==> src/rtl/pstg_pkg.sv <==
package pstg_pkg;

   typedef enum logic {
      RESP_LATCH = 1'b0,
      RESP_AUTO  = 1'b1
   } resp_e;

   localparam logic [1:0] MSEL_LATCH = 2'b01;
   localparam logic [1:0] MSEL_AUTO  = 2'b10;

   // Reserved selector codes fall back to the latching response.
   function automatic resp_e decode_resp(input logic [1:0] msel);
      return (msel == MSEL_AUTO) ? RESP_AUTO : RESP_LATCH;
   endfunction

endpackage

==> src/rtl/pstg_sync.sv <==
module pstg_sync #(
   parameter int          W       = 1,
   parameter int          STAGES  = 2,
   parameter logic [W-1:0] RST_VAL = '0
) (
   input  logic         clk,
   input  logic         rst_n,
   input  logic [W-1:0] d,
   output logic [W-1:0] q
);
   if (STAGES < 2) begin : g_bad_stages
      $error("pstg_sync: STAGES must be at least 2");
   end

   logic [W-1:0] chain [STAGES];

   always_ff @(posedge clk or negedge rst_n) begin
      if (!rst_n) begin
         for (int i = 0; i < STAGES; i++) chain[i] <= RST_VAL;
      end else begin
         chain[0] <= d;
         for (int i = 1; i < STAGES; i++) chain[i] <= chain[i-1];
      end
   end

   assign q = chain[STAGES-1];
endmodule

==> src/rtl/pstg_ar_timer.sv <==
module pstg_ar_timer #(
   parameter int AR_WAIT = 65536
) (
   input  logic clk,
   input  logic rst_n,
   input  logic run,
   input  logic clear,
   input  logic tick,
   output logic done
);
   localparam int CW = $clog2(AR_WAIT + 1);
   localparam logic [CW-1:0] LAST = CW'(AR_WAIT - 1);

   if (AR_WAIT < 2) begin : g_bad_wait
      $error("pstg_ar_timer: AR_WAIT must be at least 2");
   end

   logic [CW-1:0] cnt;

   always_ff @(posedge clk or negedge rst_n) begin
      if (!rst_n)              cnt <= '0;
      else if (clear || !run)  cnt <= '0;
      else if (tick)           cnt <= (cnt == LAST) ? '0 : cnt + 1'b1;
   end

   assign done = run && !clear && tick && (cnt == LAST);
endmodule

==> src/rtl/pstg_guard.sv <==
module pstg_guard
   import pstg_pkg::*;
#(
   parameter int NUM_HB      = 4,
   parameter int SYNC_STAGES = 2,
   parameter int AR_WAIT     = 65536
) (
   input  logic              clk,
   input  logic              por_n,
   input  logic              hold_n,
   input  logic [1:0]        resp_mode,
   input  logic              prot_off,
   input  logic              pwm_in,
   input  logic [NUM_HB-1:0] oc_flag,
   input  logic              uv_flag,
   input  logic              tw_flag,
   input  logic              te_flag,
   output logic [NUM_HB-1:0] out_en,
   output logic              sd_n,
   output logic              otw_n
);
   localparam int SHARED_W = 5;

   if (NUM_HB < 1) begin : g_bad_hb
      $error("pstg_guard: NUM_HB must be at least 1");
   end

   // Per half-bridge overcurrent synchronizers
   logic [NUM_HB-1:0] oc_s;
   for (genvar b = 0; b < NUM_HB; b++) begin : g_hb
      pstg_sync #(.W(1), .STAGES(SYNC_STAGES), .RST_VAL(1'b0)) u_oc_sync (
         .clk   (clk),
         .rst_n (por_n),
         .d     (oc_flag[b]),
         .q     (oc_s[b])
      );
   end

   // Shared flags, hold and timebase
   logic [SHARED_W-1:0] sh_s;
   logic uv_s, tw_s, te_s, hold_s, pwm_s;
   pstg_sync #(.W(SHARED_W), .STAGES(SYNC_STAGES), .RST_VAL('0)) u_sh_sync (
      .clk   (clk),
      .rst_n (por_n),
      .d     ({uv_flag, tw_flag, te_flag, hold_n, pwm_in}),
      .q     (sh_s)
   );
   assign {uv_s, tw_s, te_s, hold_s, pwm_s} = sh_s;

   // Edge detection on hold and PWM
   logic hold_d, pwm_d;
   always_ff @(posedge clk or negedge por_n) begin
      if (!por_n) begin
         hold_d <= 1'b0;
         pwm_d  <= 1'b0;
      end else begin
         hold_d <= hold_s;
         pwm_d  <= pwm_s;
      end
   end

   logic hold_fall, pwm_rise, fault_now, latch_mode, ar_done, trip_q;
   resp_e resp;

   assign hold_fall  = hold_d & ~hold_s;
   assign pwm_rise   = pwm_s & ~pwm_d;
   assign fault_now  = ~prot_off & ((|oc_s) | uv_s | te_s);
   assign resp       = decode_resp(resp_mode);
   assign latch_mode = (resp == RESP_LATCH);

   pstg_ar_timer #(.AR_WAIT(AR_WAIT)) u_ar (
      .clk   (clk),
      .rst_n (por_n),
      .run   (trip_q & ~latch_mode),
      .clear (fault_now | hold_fall),
      .tick  (pwm_rise),
      .done  (ar_done)
   );

   // Fault latch: cleared on the hold falling edge, set by any fault
   always_ff @(posedge clk or negedge por_n) begin
      if (!por_n)         trip_q <= 1'b0;
      else if (hold_fall) trip_q <= 1'b0;
      else if (fault_now) trip_q <= 1'b1;
      else if (ar_done)   trip_q <= 1'b0;
   end

   // Registered outputs
   always_ff @(posedge clk or negedge por_n) begin
      if (!por_n) begin
         out_en <= '0;
         sd_n   <= 1'b1;
         otw_n  <= 1'b1;
      end else begin
         out_en <= {NUM_HB{hold_s & ~trip_q}};
         sd_n   <= ~hold_s | ~trip_q;
         otw_n  <= ~(tw_s | te_s);
      end
   end
endmodule

==> config.mk <==
export PLATFORM = sky130hd
export DESIGN_NAME = pstg_guard
export DESIGN_NICKNAME = d
export VERILOG_FILES = /design/src/rtl/pstg_pkg.sv /design/src/rtl/pstg_sync.sv /design/src/rtl/pstg_ar_timer.sv /design/src/rtl/pstg_guard.sv
export SDC_FILE = /design/constraint.sdc
export NUM_CORES = 1
export LEC_CHECK = 0
export BUFFER_PORTS_ARGS = -buffer_cell sky130_fd_sc_hd__buf_2
export CAP_MARGIN = 0
export CORE_ASPECT_RATIO = 0.9
export CORE_MARGIN = 1
export CORE_UTILIZATION = 51
export DETAILED_ROUTE_END_ITERATION = 12
export GPL_ROUTABILITY_DRIVEN = 0
export PLACE_DENSITY = 0.85
export SYNTH_ARGS = -nofsm -noshare
export SYNTH_HDL_FRONTEND = slang
export SYNTH_HIERARCHICAL = 1
export SYNTH_SLANG_ARGS = --single-unit
==> constraint.sdc <==
create_clock -name clk -period 1.9 [get_ports clk]
set_input_delay 0.19 -clock clk [delete_from_list [all_inputs] [get_ports clk]]
set_output_delay 0.19 -clock clk [all_outputs]
set_load 0.05 [all_outputs]
* Yosys cells after proc, flatten, opt, wreduce, memory -nomap -nowiden *
Index checks and enable logic that the tools add are counted.
W data, S select, Z words.

operators by class
  multiplexer cells = 7
  add/subtract/negate cells = 1
  eq/ne operators = 2
  reductions and logical operators = 9
  bitwise gates (word level) = 15

operators with widths
  cell                     number
  $mux W17                 3
  $add A17 B1 Y17 const B  1
  $eq A17 B16 Y1 const B   1
  $and A1 B1 Y1            5
  $not A1 Y1               5
  $or A1 B1 Y1             5
  $mux W1                  4
  $reduce_or A4 Y1         1
  $logic_and A1 B1 Y1      3
  $reduce_bool A3 Y1       1
  $eq A2 B2 Y1 const B     1
  $logic_not A1 Y1         2
  $reduce_bool A2 Y1       1
  $logic_or A1 B1 Y1       1

storage, ports and cells
  word-level logic and storage cells = 51
  output and inout port bits = 6
  register bits after elaboration = 41

* Depth between registers and ports, before layout *
  word-level depth = 12
  mapped depth = 9
  gate-level depth less buffers = 7

* By module *
The synthesis kept the hierarchy.

modules (own cells, without submodules)
  module                              area an instance (um^2)  cells an instance  seq. area each (um^2)  instances
  pstg_ar_timer                       1037.2                   107                425.4                  1
  pstg_sync at u_sh_sync              287.8                    15                 250.2                  1
  pstg_guard                          244.0                    22                 152.6                  1
  pstg_sync at g_hb[0].u_oc_sync ...  50.0                     2                  50.0                   4

* Worst setup path before layout *
OpenSTA, ideal clock, no wires.

  path type = flip-flop to flip-flop
  start point = register g_hb[1].u_oc_sync.chain (netlist bit g_hb[1].u_oc_sync/q)
  end point = register u_ar.cnt[3]
  data required time = 1.831 ns
  stages on the path, launching flop included = 8
  arrival time = 1.855 ns
  setup slack = -0.023 ns
  cells stage by stage = dfrtp_1 nor4_1 a21o_1 o21ai_1 nor2b_1 nand2_1 or4_2 nand3_1

between the ends
  word-level cells in the longest chain between the ends = 7
  elaborated cells between the ends (all ways) = 8

RTL lines
  element                                                RTL line             text
  start, declared                                        pstg_sync.sv:15      logic [W-1:0] chain [STAGES];
  $reduce_or A4 Y1 (*)                                   pstg_guard.sv:67     assign fault_now = ~prot_off & ((|oc_s) | uv_s | te_s);
  $or A1 B1 Y1 (*) (2 in series)                         pstg_guard.sv:67
  $and A1 B1 Y1 (*)                                      pstg_guard.sv:67
  $or A1 B1 Y1 (*)                                       pstg_guard.sv:75     .clear (fault_now | hold_fall),
  $logic_or A1 B1 Y1 (*)                                 pstg_ar_timer.sv:22  else if (clear || !run) cnt <= '0;
  $mux W17 / $reduce_bool A2 Y1 (equally long branches)  -
  end signal, assigned                                   pstg_ar_timer.sv:23  else if (tick) cnt <= (cnt == LAST) ? '0 : cnt + 1'b1;
  end, declared                                          pstg_ar_timer.sv:18  logic [CW-1:0] cnt;

Mark *: on every way between the ends. The rest lies on a longest branch, timed or not.
A chain may end at the register's enable or synchronous reset.

* Worst setup path in the final report *
  start point = register g_hb[1].u_oc_sync.chain (netlist bit g_hb[1].u_oc_sync/q)
  end point = register u_ar.cnt[9]

The elaborated chain is that of the path after synthesis.

==> flow_metrics.tcl <==
set metrics [dict create \
    outcome "complete, but fails checks" \
    failed_checks "setup timing" \
    setup_viol 2 \
    max_freq_mhz 512.9 \
    coreArea_um2 3186 \
    rows 19 \
    drive_gt1_frac 0.3481 \
    clk_path_buf_depth 2 \
    path_class "reg -> reg" \
    antenna_found_initial 0 \
    m1WireLength_mm 1.521 \
    ios 20 \
    synthFlopType "dfrtp_1" \
    fin_util 0.6618 \
    grt_pass1_vias 1229 \
    p_leak_nw 0.9044 \
    finalWorstSetupSlack_ns -0.04984 \
    synth_area_per_cell_um2 11.64 \
    async_flop_share 1.000 \
    fin_crit_ns 1.950 \
    dp_slack_ns -0.06944 \
    drt_drc_violations_left 0 \
    yosysSeqAreaShare 0.5813 \
    worstSetupEndpointType "flip-flop" \
    hold_viol 0 \
    initial_core_util 0.5554 \
    overflow 0 \
    syn_inst 152 \
    dp_hpwl_mm 2.311 \
    io_buffers 19 \
    cts_setup_buffers 0 \
    routedWlPerCell_um 16.02 \
    globalRouteTotalUtil 0.2099 \
    die-area_um2 3709 \
    max_cap_viol_count 0 \
    worst_clock_skew_ns 0.006907 \
    numCtsBuffers 5 \
    synth.distinct_cells 44 \
    min_path_type "in -> async" \
    antenna-diode-count 0 \
    synth_warnings 6 \
    num_vias 1305 \
    final_area_um2 2108 \
    crit_fanout 5 \
    synth_area_um2 1769 \
    rsz0062_at_grt "true" \
    met2WireLength_mm 1.687 \
    fp.dieW_um 64.09 \
    reg2regPathDepth 7 \
    grt_max_degree 42 \
    drtIter0Drc 87 \
    cts.sinks 41 \
    synth_edf_count 0 \
    finalCritPeriodShare 1.026 \
    power_density_nw_per_um2 756.4 \
    maxSlewViolCount 0 \
    dr.pass1.iters 4 \
    wl_met3_um 233 \
    clk_pin_slew_ns 0.07 \
    multi_input_area_um2 718.2 \
    clk_latency_ns 0.29 \
    drt.antenna.violating_nets 0 \
    cp.arrival_ns 2.18 \
    synth_nets 167 \
    seq_area_um2 1028 \
    htreeDepth 2 \
    avgViaCountPerCell 5.852 \
    tns_ns -0.07457 \
    worst_setup_path_start_kind "flip-flop" \
    tightest_slew_ns 0.8625 \
    wl_mm 3.572 \
    synth-seq-cells 41 \
    maxSlewHeadroom 0.4250 \
    vdd_ir_drop_max_uv 450.6 \
    area_growth_pct 19.17 \
    crit_required_ns 2.13 \
    routed.top_layer "met4" \
    nNetsFinal 195 \
    die_h_um 57.88 \
    grt_pass1_wl_mm 5.651 \
    fillers 226 \
    cts-root-buf "clkbuf_8" \
    cts_tree "yes" \
    placed_area_um2 1882 \
]
[worst max-delay path, stage by stage (launching register included)]
cell and delay (ns):
dfrtp_1 0.38, nor4_2 0.29, a21o_1 0.22, o21ai_2 0.09
nor2b_2 0.19, nand2_2 0.12, o31ai_1 0.37, mux2_2 0.22
[sequential cells by signal (all words and copies together), names as in the netlist]
register / cells
sd_n: 1
hold_d: 1
g_hb.u_oc_sync/q: 4
otw_n: 1
out_en: 1
u_sh_sync/chain: 5
pwm_d: 1
trip_q: 1
u_sh_sync/q: 5
u_ar/cnt: 17
g_hb.u_oc_sync/chain: 4
[synth_stat cells (all sizes together) (2+ instances only)]
| master | number | area, um^2 |
|---|---|---|
| or3 | 5 | 35.03 |
| nor3 | 4 | 20.02 |
| buf | 10 | 76.32 |
| nor2b | 3 | 18.77 |
| o311ai | 2 | 17.52 |
| o21a | 2 | 15.01 |
| nand2b | 4 | 25.02 |
| nand4 | 8 | 65.06 |
| nor3b | 5 | 37.54 |
| a211oi | 2 | 15.01 |
| o21ai | 4 | 20.01 |
| o22a | 2 | 17.52 |
| a21oi | 2 | 10.01 |
| nand3 | 4 | 20.02 |
| dfrtp | 39 | 975.9 |
| dfstp | 2 | 52.55 |
| mux2 | 2 | 22.52 |
| nor2 | 8 | 32.54 |
| nor4 | 8 | 65.06 |
| clkbuf | 3 | 21.27 |
| o31ai | 2 | 15.01 |
| a21o | 3 | 23.77 |
| xor2 | 2 | 17.52 |
| nand2 | 15 | 56.30 |
| or4 | 2 | 16.27 |
[layout by cell type (no fill, tap or decap), types with 2 or more instances in the layout]
cell | netlist | layout
a211oi_2 | 0 | 2
a21o_1 | 2 | 2
a21oi_1 | 2 | 2
buf_2 | 1 | 19
buf_4 | 8 | 8
clkbuf_1 | 2 | 2
clkbuf_8 | 1 | 6
dfrtp_1 | 39 | 39
dfstp_2 | 2 | 2
dlygate4sd3_1 | 0 | 6
mux2_2 | 2 | 2
nand2_1 | 15 | 13
nand2_2 | 0 | 3
nand2b_1 | 4 | 4
nand3_1 | 4 | 3
nand4_1 | 7 | 7
nor2_1 | 7 | 6
nor2_2 | 1 | 2
nor2b_1 | 3 | 2
nor3_1 | 4 | 2
nor3_2 | 0 | 2
nor3b_1 | 5 | 2
nor3b_2 | 0 | 3
nor4_1 | 7 | 5
nor4_2 | 0 | 2
o21a_1 | 2 | 2
o21ai_0 | 3 | 3
o22a_1 | 2 | 2
o311ai_1 | 0 | 2
o31ai_1 | 2 | 2
or3_1 | 2 | 2
or3_2 | 3 | 2
xor2_1 | 2 | 2
[worst paths after layout]
path | start | endpoint | slack [ns]
max | g_hb[1].u_oc_sync/q | u_ar/cnt[9] | -0.05
min | por_n | g_hb[0].u_oc_sync/q | 0.005
max reg2reg | g_hb[1].u_oc_sync/q | u_ar/cnt[9] | -0.05
min reg2reg | g_hb[0].u_oc_sync/chain[1] | g_hb[0].u_oc_sync/q | 0.35
max in group asynchronous | por_n | u_ar/cnt[6] | 1.34
min in group clk | oc_flag[3] | g_hb[3].u_oc_sync/chain[1] | 0.01
[final cells by class]
type                    count  area share
well taps                  42     0.02493
inverters                   1    0.001780
clock buffers               8     0.04273
repair buffers             33      0.1021
flip-flops and latches     41      0.4878
multi-input cells          98      0.3407
[metal layers]
metal  vias up  global-route usage
met5         -                   0
met4         0              0.1429
met3        14             0.05512
met2        63              0.3100
met1       624              0.2742
li1        604                   -
[stage by stage]
stage | instances | hold WS, ns | total power [W]
after floorplan | 152 | -0.1056 | 0.0009917
after global placement | 208 | 0.2987 | 0.001022
after detailed placement | 208 | 0.2993 | 0.001026
after CTS | 222 | 0.001977 | 0.001602
after global routing | 223 | -0.002074 | 0.001662
final | 223 | 0.005173 | 0.001595
[timing repair]
action / in CTS / in global routing
resized for setup: 2 / 17
gates cloned: 1 / 0
hold buffers: 5 / 1
pin swaps: 1 / 5
setup endpoints to repair: 5 / 12
endpoints found under the hold margin: 5 / 1
[logic make-up after synthesis]
family	after synthesis	synth area share
and+or+nand+nor	68	0.2299
DFF	41	0.5813
AOI/OAI and AO/OA	23	0.09688
buffers and inverters	14	0.05728
xor gates and xnor gates	3	0.01485
muxes	2	0.01273
adders and majority gates	1	0.007071
[power by group]
group	internal, W	switching (W)	total (W)
combinational	0.0000372	0.0000726	0.000110
clock	0.000296	0.000275	0.000571
sequential	0.000902	0.0000122	0.000914
No activity file was read; power rests on OpenSTA's default activity.
